### src/rtl/srp_pkg.sv
package srp_pkg;
  localparam int DATA_W = 16;
  localparam int ADDR_W = 7;
  localparam int CMD_W  = 4;

  typedef enum logic [CMD_W-1:0] {
    JOP_NOP   = 4'd0,
    JOP_READ  = 4'd1,
    JOP_WRITE = 4'd2
  } jop_e;

  // one captured access, whichever side issued it
  typedef struct packed {
    logic              we;
    logic              from_jtag;
    logic              blocked;
    logic [ADDR_W-1:0] addr;
    logic [DATA_W-1:0] wdata;
  } access_t;
endpackage

### src/rtl/srp_rst_sync.sv
module srp_rst_sync #(
  parameter int STAGES = 2
) (
  input  logic clk,
  input  logic rst_n,
  output logic rst_sync_n
);
  logic [STAGES-1:0] chain_q;

  always_ff @(posedge clk or negedge rst_n) begin
    if (!rst_n) chain_q <= '0;
    else        chain_q <= {chain_q[STAGES-2:0], 1'b1};
  end

  assign rst_sync_n = chain_q[STAGES-1];
endmodule

### src/rtl/srp_arb.sv
module srp_arb
  import srp_pkg::*;
(
  input  logic              busy,
  input  logic              lock,
  input  logic              fab_en,
  input  logic              fab_we,
  input  logic [ADDR_W-1:0] fab_addr,
  input  logic [DATA_W-1:0] fab_wdata,
  input  logic              jtag_vld,
  input  logic [CMD_W-1:0]  jtag_cmd,
  input  logic [ADDR_W-1:0] jtag_addr,
  input  logic [DATA_W-1:0] jtag_wdata,
  output logic              take,
  output access_t           grant
);
  logic    jtag_req;
  access_t fab_acc;
  access_t jtag_acc;

  // only the read and write codes form a request; nop and undefined codes drop out here
  assign jtag_req = jtag_vld &&
                    ((jtag_cmd == JOP_READ) || (jtag_cmd == JOP_WRITE));

  always_comb begin
    fab_acc.we        = fab_we;
    fab_acc.from_jtag = 1'b0;
    fab_acc.blocked   = lock;
    fab_acc.addr      = fab_addr;
    fab_acc.wdata     = fab_wdata;

    jtag_acc.we        = (jtag_cmd == JOP_WRITE);
    jtag_acc.from_jtag = 1'b1;
    jtag_acc.blocked   = 1'b0;
    jtag_acc.addr      = jtag_addr;
    jtag_acc.wdata     = jtag_wdata;
  end

  always_comb begin
    take  = 1'b0;
    grant = fab_acc;
    if (!busy) begin
      if (lock) begin
        if (jtag_req) begin
          take  = 1'b1;
          grant = jtag_acc;
        end else if (fab_en) begin
          take  = 1'b1;
          grant = fab_acc;
        end
      end else begin
        if (fab_en) begin
          take  = 1'b1;
          grant = fab_acc;
        end else if (jtag_req) begin
          take  = 1'b1;
          grant = jtag_acc;
        end
      end
    end
  end
endmodule

### src/rtl/srp_txn_ctrl.sv
module srp_txn_ctrl
  import srp_pkg::*;
#(
  parameter int LATENCY = 3
) (
  input  logic    clk,
  input  logic    rst_n,
  input  logic    take,
  input  access_t grant,
  output logic    busy,
  output logic    fire,
  output access_t held
);
  localparam int               CNT_W   = $clog2(LATENCY + 1);
  localparam logic [CNT_W-1:0] LAST    = CNT_W'(LATENCY);
  localparam logic [CNT_W-1:0] CNT_ONE = CNT_W'(1);

  logic             pend_q, pend_d;
  logic [CNT_W-1:0] cnt_q, cnt_d;
  access_t          held_q, held_d;
  logic             held_en;

  assign fire    = pend_q && (cnt_q == LAST);
  assign held_en = take;

  always_comb begin
    pend_d = pend_q;
    cnt_d  = cnt_q;
    held_d = held_q;
    if (take) begin
      pend_d = 1'b1;
      cnt_d  = CNT_ONE;
      held_d = grant;
    end else if (fire) begin
      pend_d = 1'b0;
      cnt_d  = '0;
    end else if (pend_q) begin
      cnt_d  = cnt_q + CNT_ONE;
    end
  end

  always_ff @(posedge clk or negedge rst_n) begin
    if (!rst_n) begin
      pend_q <= 1'b0;
      cnt_q  <= '0;
    end else begin
      pend_q <= pend_d;
      cnt_q  <= cnt_d;
    end
  end

  always_ff @(posedge clk or negedge rst_n) begin
    if (!rst_n)       held_q <= '0;
    else if (held_en) held_q <= held_d;
  end

  assign busy = pend_q;
  assign held = held_q;
endmodule

### src/rtl/srp_regfile.sv
module srp_regfile
  import srp_pkg::*;
#(
  parameter int                DEPTH     = 128,
  parameter logic [ADDR_W-1:0] RSV_LO    = 7'h43,
  parameter logic [ADDR_W-1:0] RSV_HI    = 7'h47,
  parameter logic [ADDR_W-1:0] MODE_ADDR = 7'h41,
  parameter int                MODE_LO   = 12,
  parameter int                MODE_W    = 2
) (
  input  logic              clk,
  input  logic              rst_n,
  input  logic              wr_en,
  input  logic [ADDR_W-1:0] addr,
  input  logic [DATA_W-1:0] wr_data,
  output logic [DATA_W-1:0] rd_data,
  output logic              acq_rst
);
  localparam int MODE_HI = MODE_LO + MODE_W - 1;

  logic [DEPTH-1:0][DATA_W-1:0] regs;
  logic [MODE_W-1:0] mode_now;
  logic [MODE_W-1:0] mode_new;
  logic              acq_q, acq_d;

  for (genvar gi = 0; gi < DEPTH; gi++) begin : g_slot
    if ((gi >= int'(RSV_LO)) && (gi <= int'(RSV_HI))) begin : g_rsv
      assign regs[gi] = '0;
    end else begin : g_reg
      logic [DATA_W-1:0] val_q;
      logic              val_en;
      assign val_en = wr_en && (addr == ADDR_W'(gi));
      always_ff @(posedge clk or negedge rst_n) begin
        if (!rst_n)      val_q <= '0;
        else if (val_en) val_q <= wr_data;
      end
      assign regs[gi] = val_q;
    end
  end

  assign rd_data  = regs[addr];
  assign mode_now = regs[MODE_ADDR][MODE_HI:MODE_LO];
  assign mode_new = wr_data[MODE_HI:MODE_LO];

  always_comb begin
    acq_d = wr_en && (addr == MODE_ADDR) && (mode_new != mode_now);
  end

  always_ff @(posedge clk or negedge rst_n) begin
    if (!rst_n) acq_q <= 1'b0;
    else        acq_q <= acq_d;
  end

  assign acq_rst = acq_q;
endmodule

### src/rtl/sensor_reg_port.sv
module sensor_reg_port
  import srp_pkg::*;
#(
  parameter int                LATENCY   = 3,
  parameter int                DEPTH     = 128,
  parameter logic [ADDR_W-1:0] RSV_LO    = 7'h43,
  parameter logic [ADDR_W-1:0] RSV_HI    = 7'h47,
  parameter logic [ADDR_W-1:0] MODE_ADDR = 7'h41,
  parameter int                MODE_LO   = 12,
  parameter int                MODE_W    = 2
) (
  input  logic              clk,
  input  logic              rst_n,
  input  logic              fab_en,
  input  logic              fab_we,
  input  logic [ADDR_W-1:0] fab_addr,
  input  logic [DATA_W-1:0] fab_wdata,
  output logic [DATA_W-1:0] fab_rdata,
  output logic              fab_rdy,
  input  logic              jtag_lock,
  input  logic              jtag_vld,
  input  logic [CMD_W-1:0]  jtag_cmd,
  input  logic [ADDR_W-1:0] jtag_addr,
  input  logic [DATA_W-1:0] jtag_wdata,
  output logic [DATA_W-1:0] jtag_rdata,
  output logic              jtag_rdy,
  output logic              acq_rst
);
  logic              rst_sync_n;
  logic              busy;
  logic              take;
  logic              fire;
  access_t           grant;
  access_t           held;
  logic              store_en;
  logic [DATA_W-1:0] rd_data;

  logic              frdy_q, frdy_d;
  logic [DATA_W-1:0] fdat_q, fdat_d;
  logic              fdat_en;
  logic              jrdy_q, jrdy_d;
  logic [DATA_W-1:0] jdat_q;
  logic              jdat_en;

  srp_rst_sync #(.STAGES(2)) i_rst_sync (
    .clk        (clk),
    .rst_n      (rst_n),
    .rst_sync_n (rst_sync_n)
  );

  srp_arb i_arb (
    .busy       (busy),
    .lock       (jtag_lock),
    .fab_en     (fab_en),
    .fab_we     (fab_we),
    .fab_addr   (fab_addr),
    .fab_wdata  (fab_wdata),
    .jtag_vld   (jtag_vld),
    .jtag_cmd   (jtag_cmd),
    .jtag_addr  (jtag_addr),
    .jtag_wdata (jtag_wdata),
    .take       (take),
    .grant      (grant)
  );

  srp_txn_ctrl #(.LATENCY(LATENCY)) i_txn (
    .clk   (clk),
    .rst_n (rst_sync_n),
    .take  (take),
    .grant (grant),
    .busy  (busy),
    .fire  (fire),
    .held  (held)
  );

  assign store_en = fire && held.we && !held.blocked;

  srp_regfile #(
    .DEPTH     (DEPTH),
    .RSV_LO    (RSV_LO),
    .RSV_HI    (RSV_HI),
    .MODE_ADDR (MODE_ADDR),
    .MODE_LO   (MODE_LO),
    .MODE_W    (MODE_W)
  ) i_regs (
    .clk     (clk),
    .rst_n   (rst_sync_n),
    .wr_en   (store_en),
    .addr    (held.addr),
    .wr_data (held.wdata),
    .rd_data (rd_data),
    .acq_rst (acq_rst)
  );

  // fabric response: read data on reads, zero on writes and locked-out requests
  always_comb begin
    frdy_d  = fire && !held.from_jtag;
    fdat_en = frdy_d;
    fdat_d  = (held.we || held.blocked) ? '0 : rd_data;
    jrdy_d  = fire && held.from_jtag;
    jdat_en = jrdy_d && !held.we;
  end

  always_ff @(posedge clk or negedge rst_sync_n) begin
    if (!rst_sync_n) begin
      frdy_q <= 1'b0;
      jrdy_q <= 1'b0;
    end else begin
      frdy_q <= frdy_d;
      jrdy_q <= jrdy_d;
    end
  end

  always_ff @(posedge clk or negedge rst_sync_n) begin
    if (!rst_sync_n)  fdat_q <= '0;
    else if (fdat_en) fdat_q <= fdat_d;
  end

  always_ff @(posedge clk or negedge rst_sync_n) begin
    if (!rst_sync_n)  jdat_q <= '0;
    else if (jdat_en) jdat_q <= rd_data;
  end

  assign fab_rdy    = frdy_q;
  assign fab_rdata  = fdat_q;
  assign jtag_rdy   = jrdy_q;
  assign jtag_rdata = jdat_q;
endmodule

### config.mk
export PLATFORM = sky130hd
export DESIGN_NAME = sensor_reg_port
export DESIGN_NICKNAME = d
export VERILOG_FILES = /design/src/rtl/srp_pkg.sv /design/src/rtl/srp_rst_sync.sv /design/src/rtl/srp_arb.sv /design/src/rtl/srp_txn_ctrl.sv /design/src/rtl/srp_regfile.sv /design/src/rtl/sensor_reg_port.sv
export SDC_FILE = /design/constraint.sdc
export NUM_CORES = 2
export LEC_CHECK = 0
export BUFFER_PORTS_ARGS = -buffer_cell sky130_fd_sc_hd__buf_2
export CAP_MARGIN = 0
export CORE_ASPECT_RATIO = 0.7
export CORE_UTILIZATION = 30
export DETAILED_ROUTE_END_ITERATION = 8
export GPL_ROUTABILITY_DRIVEN = 0
export HOLD_SLACK_MARGIN = 0.08
export PLACE_DENSITY = 0.49
export SETUP_SLACK_MARGIN = 0.05
export SLEW_MARGIN = 10
export SYNTH_ARGS = -nofsm -noshare
export SYNTH_HDL_FRONTEND = slang
export SYNTH_SLANG_ARGS = --single-unit
### constraint.sdc
create_clock -name clk -period 185.6 [get_ports clk]
set_input_delay 9.28 -clock clk [delete_from_list [all_inputs] [get_ports clk]]
set_output_delay 9.28 -clock clk [all_outputs]
set_load 0.05 [all_outputs]
==> results by group <==
Logic synthesis
  – Cells after synthesis: ~6000
  – EDFF count, synth: 0
  – Yosys reg bits: about 2000
  – Mapped Area: approximately 93000 um^2
  – Syn nets: 6056
  – Synth cell types: just over 90
  – Mean Syn Cell Area: 15.51 um^2
  – Post-synthesis adder-cell area fraction: less than 1%
  – Ys Warns: 0
  – Simple-Gate Fraction of Synth Area: 2.146%
  – Register area share after synthesis: between 50% and 60%
  – Mux cell area share after synthesis: between 30 and 40%
  – Synth Area in XOR/XNOR: less than 1%
  – Ys flop type: dfrtp_1
  – Largest family of logic cells by synthesized area: multiplexers
  – Post-synthesis async set-or-reset flop share: 100.0%
  – Synth Area in Compound Gates: 2.912%

Clocking
  – Clk buf depth: 4
  – CTS resizes: 0
  – Root Driver: clkbuf_16
  – Clk sink count: approximately 2000
  – Cts hold-fix bufs: 0
  – Clk_lat worst skew: between 0.8 and 0.9 ns
  – Post-CTS Setup Bufs: 0
  – CTS buffer count: ~220
  – Htree depth: 4
  – CTS tree: built
  – Clock-pin slew on the worst setup and hold paths: 0.06 ns

Setup path
  – Setup CP Type: register to output pin
  – Startpoint types: register
  – Max Fanout on Critical Path: 2
  – CP Capture Type: output pin
  – Worst Path Arrival: around 1.5 ns
  – Cells along the critical path: buf_2
  – CP max stage cell: dfrtp_1
  – CP Data Required Time: around 180 ns
  – CP peak stage delay: between 0.3 and 0.4 ns
  – Family with the most delay on the worst path: flip-flops
  – Buf/Inv on CP: 1

Timing
  – Skew final: just under 0.05 ns
  – Tcrit/Tclk final: under 10%
  – Max Fclk: slightly above 90 MHz
  – Max-slew headroom: 14.99%
  – Setup Viol. Count Final: 0
  – RSZ-0062 raised after global routing: no
  – Fin crit period: about 11 ns
  – Worst-Margin Slew: between 1 and 1.5 ns
  – Slew Limit Fails: 0
  – Final Hold Viols: 0
  – Final WS setup: roughly 170 ns
  – Final hold slack: between 0.3 and 0.4 ns
  – Setup TNS: 0 ns

Global route
  – Initial antenna violation count: 24
  – GRT Total Usage: 19.28%
  – Grt ovf: 0
  – Vias in the first global route: 55992
  – Largest net degree at the start of global routing: about 170
  – First-pass GRT wire length: around 440000 um

Finish
  – Multi-input logic area: a little under 40000 um^2
  – Post-Layout Inst Area: 104700 um^2
  – Fillers: just under 30000
  – Commonest non-fill, non-tap cell in the layout: dfrtp_1
  – Fin util: about a third
  – Final #Nets: approximately 6000
  – Most frequent cells in the layout: dfrtp_1, mux2_2, mux4_2
  – Fraction of layout cells with a size suffix above 1: roughly 52%
  – P&R area growth vs syn: 12.47%
  – Post-route insts no fill: 10262
  – Register Area: between 50000 and 60000 um^2

Place
  – Pre-CTS setup slack: about 170 ns
  – Port bufs: 90
  – Cell Area, Placed: ~97000 um^2
  – Placed cell count: just under 10000
  – Post-DP HPWL: between 150000 and 200000 um

Hold path
  – Hold crit path type: register to register

Die
  – DIE AREA: between 300000 and 400000 um^2
  – Initial Utilization: between 30% and 40%
  – I/O pin count: between 90 and 100
  – Die height: approximately 470 um
  – Core area: around 310000 um^2
  – Row count: 170
  – Die width: between 600 and 700 um

Drt
  – DRT iter0 DRCs: about 3800
  – DRC viols: 18
  – Vias/cell: roughly 5.3
  – WL per Instance: approximately 29 um
  – DR vias: ~54000
  – Final ANT Viol Nets: 0
  – Routed Wire Length: approximately 300000 um
  – TritonRoute pass-1 iters: 7

Outcome
  – Failing checks: DRC
  – Outcome: finished, violations left

Run
  – Max-Cap Viols: 0

Pwr
  – Peak VDD IR: between 8 and 9 uV
  – P_leak: roughly 50 nW
  – P per Cell Area: approximately 13 nW/um^2
  – Total power: roughly 1.3 mW
## report_power, final
| group | total (mW) | internal, mW | switching (mW) | leakage, nW |
|---|---|---|---|---|
| clock | 0.445 | 0.256 | 0.189 | 3.57 |
| sequential | 0.521 | 0.472 | 0.0491 | 28.3 |
| combinational | 0.363 | 0.105 | 0.257 | 17.8 |
## registers in the layout, indices dropped and copies added (netlist names), 2 cells and up
name,count
fab_rdata,16
jtag_rdata,16
i_txn.cnt_q,2
i_rst_sync.chain_q,2
i_txn.held,26
i_regs.g_slot.g_reg.val_q,1968
## cell usage after synthesis, drive strengths merged (6+ instances only)
library cell / instances / area share, %
a31oi: 15 / 0.10
o211ai: 12 / 0.097
a221o: 6 / 0.065
inv: 6 / 0.024
o22ai: 13 / 0.087
nor2: 82 / 0.44
nor2b: 14 / 0.094
a211oi: 11 / 0.12
a22o: 16 / 0.15
nand3b: 6 / 0.048
nor4: 6 / 0.040
a221oi: 29 / 0.28
nor3: 20 / 0.19
a32oi: 8 / 0.075
o31ai: 15 / 0.12
a22oi: 95 / 0.77
a21oi: 39 / 0.21
o221ai: 8 / 0.075
o21ai: 64 / 0.34
buf: 281 / 2.1
nand2b: 8 / 0.054
mux2: 1999 / 24
nand3: 34 / 0.19
nand2: 177 / 0.78
clkbuf: 267 / 1.1
mux4: 426 / 10
mux2i: 223 / 2.4
dfrtp: 2034 / 55
## layer usage
layer | part of all wire [%] | GRT usage [%] | wire (um)
met3 | 6.4 | 4.248 | 19180
met5 | 0.0096 | 0 | 29
met1 | 49 | 29.28 | 147500
met4 | 2.4 | 4.734 | 7364
met2 | 42 | 27.64 | 127600
## cells by family after synthesis
family | Yosys count
flops | 2034
buf+inv | 556
other cells | 1
xor+xnor | 3
compound gates | 372
simple gates | 384
fa+ha+maj | 1
mux | 2648
## area by class of cell
class | instances | area share (%)
flip-flops and latches | 2034 | 48.71
multi-input cells | 3409 | 37.57
clock buffers | 332 | 6.266
well taps | 4128 | 4.935
repair buffers | 281 | 1.884
clock inverters | 58 | 0.5786
diodes | 13 | 0.03108
inverters | 7 | 0.02630
## path summary, 6_finish.rpt
path / start / end / slack, ns / cells after the start
setup / recovery: jtag_rdata[6] / jtag_rdata[6] / 174.82 / 1
setup reg to reg: i_rst_sync.chain_q[1] / i_regs.g_slot[40].g_reg.val_q[12] / 179.33 / 6
hold / removal: i_rst_sync.chain_q[0] / i_rst_sync.chain_q[1] / 0.36 / 0
max in group asynchronous: rst_n / i_rst_sync.chain_q[1] / 177.31 / 1
hold reg to reg: i_rst_sync.chain_q[0] / i_rst_sync.chain_q[1] / 0.36 / 0
min in group asynchronous: i_rst_sync.chain_q[1] / i_regs.g_slot[3].g_reg.val_q[10] / 0.44 / 0
(Power assumes the default switching activity.)
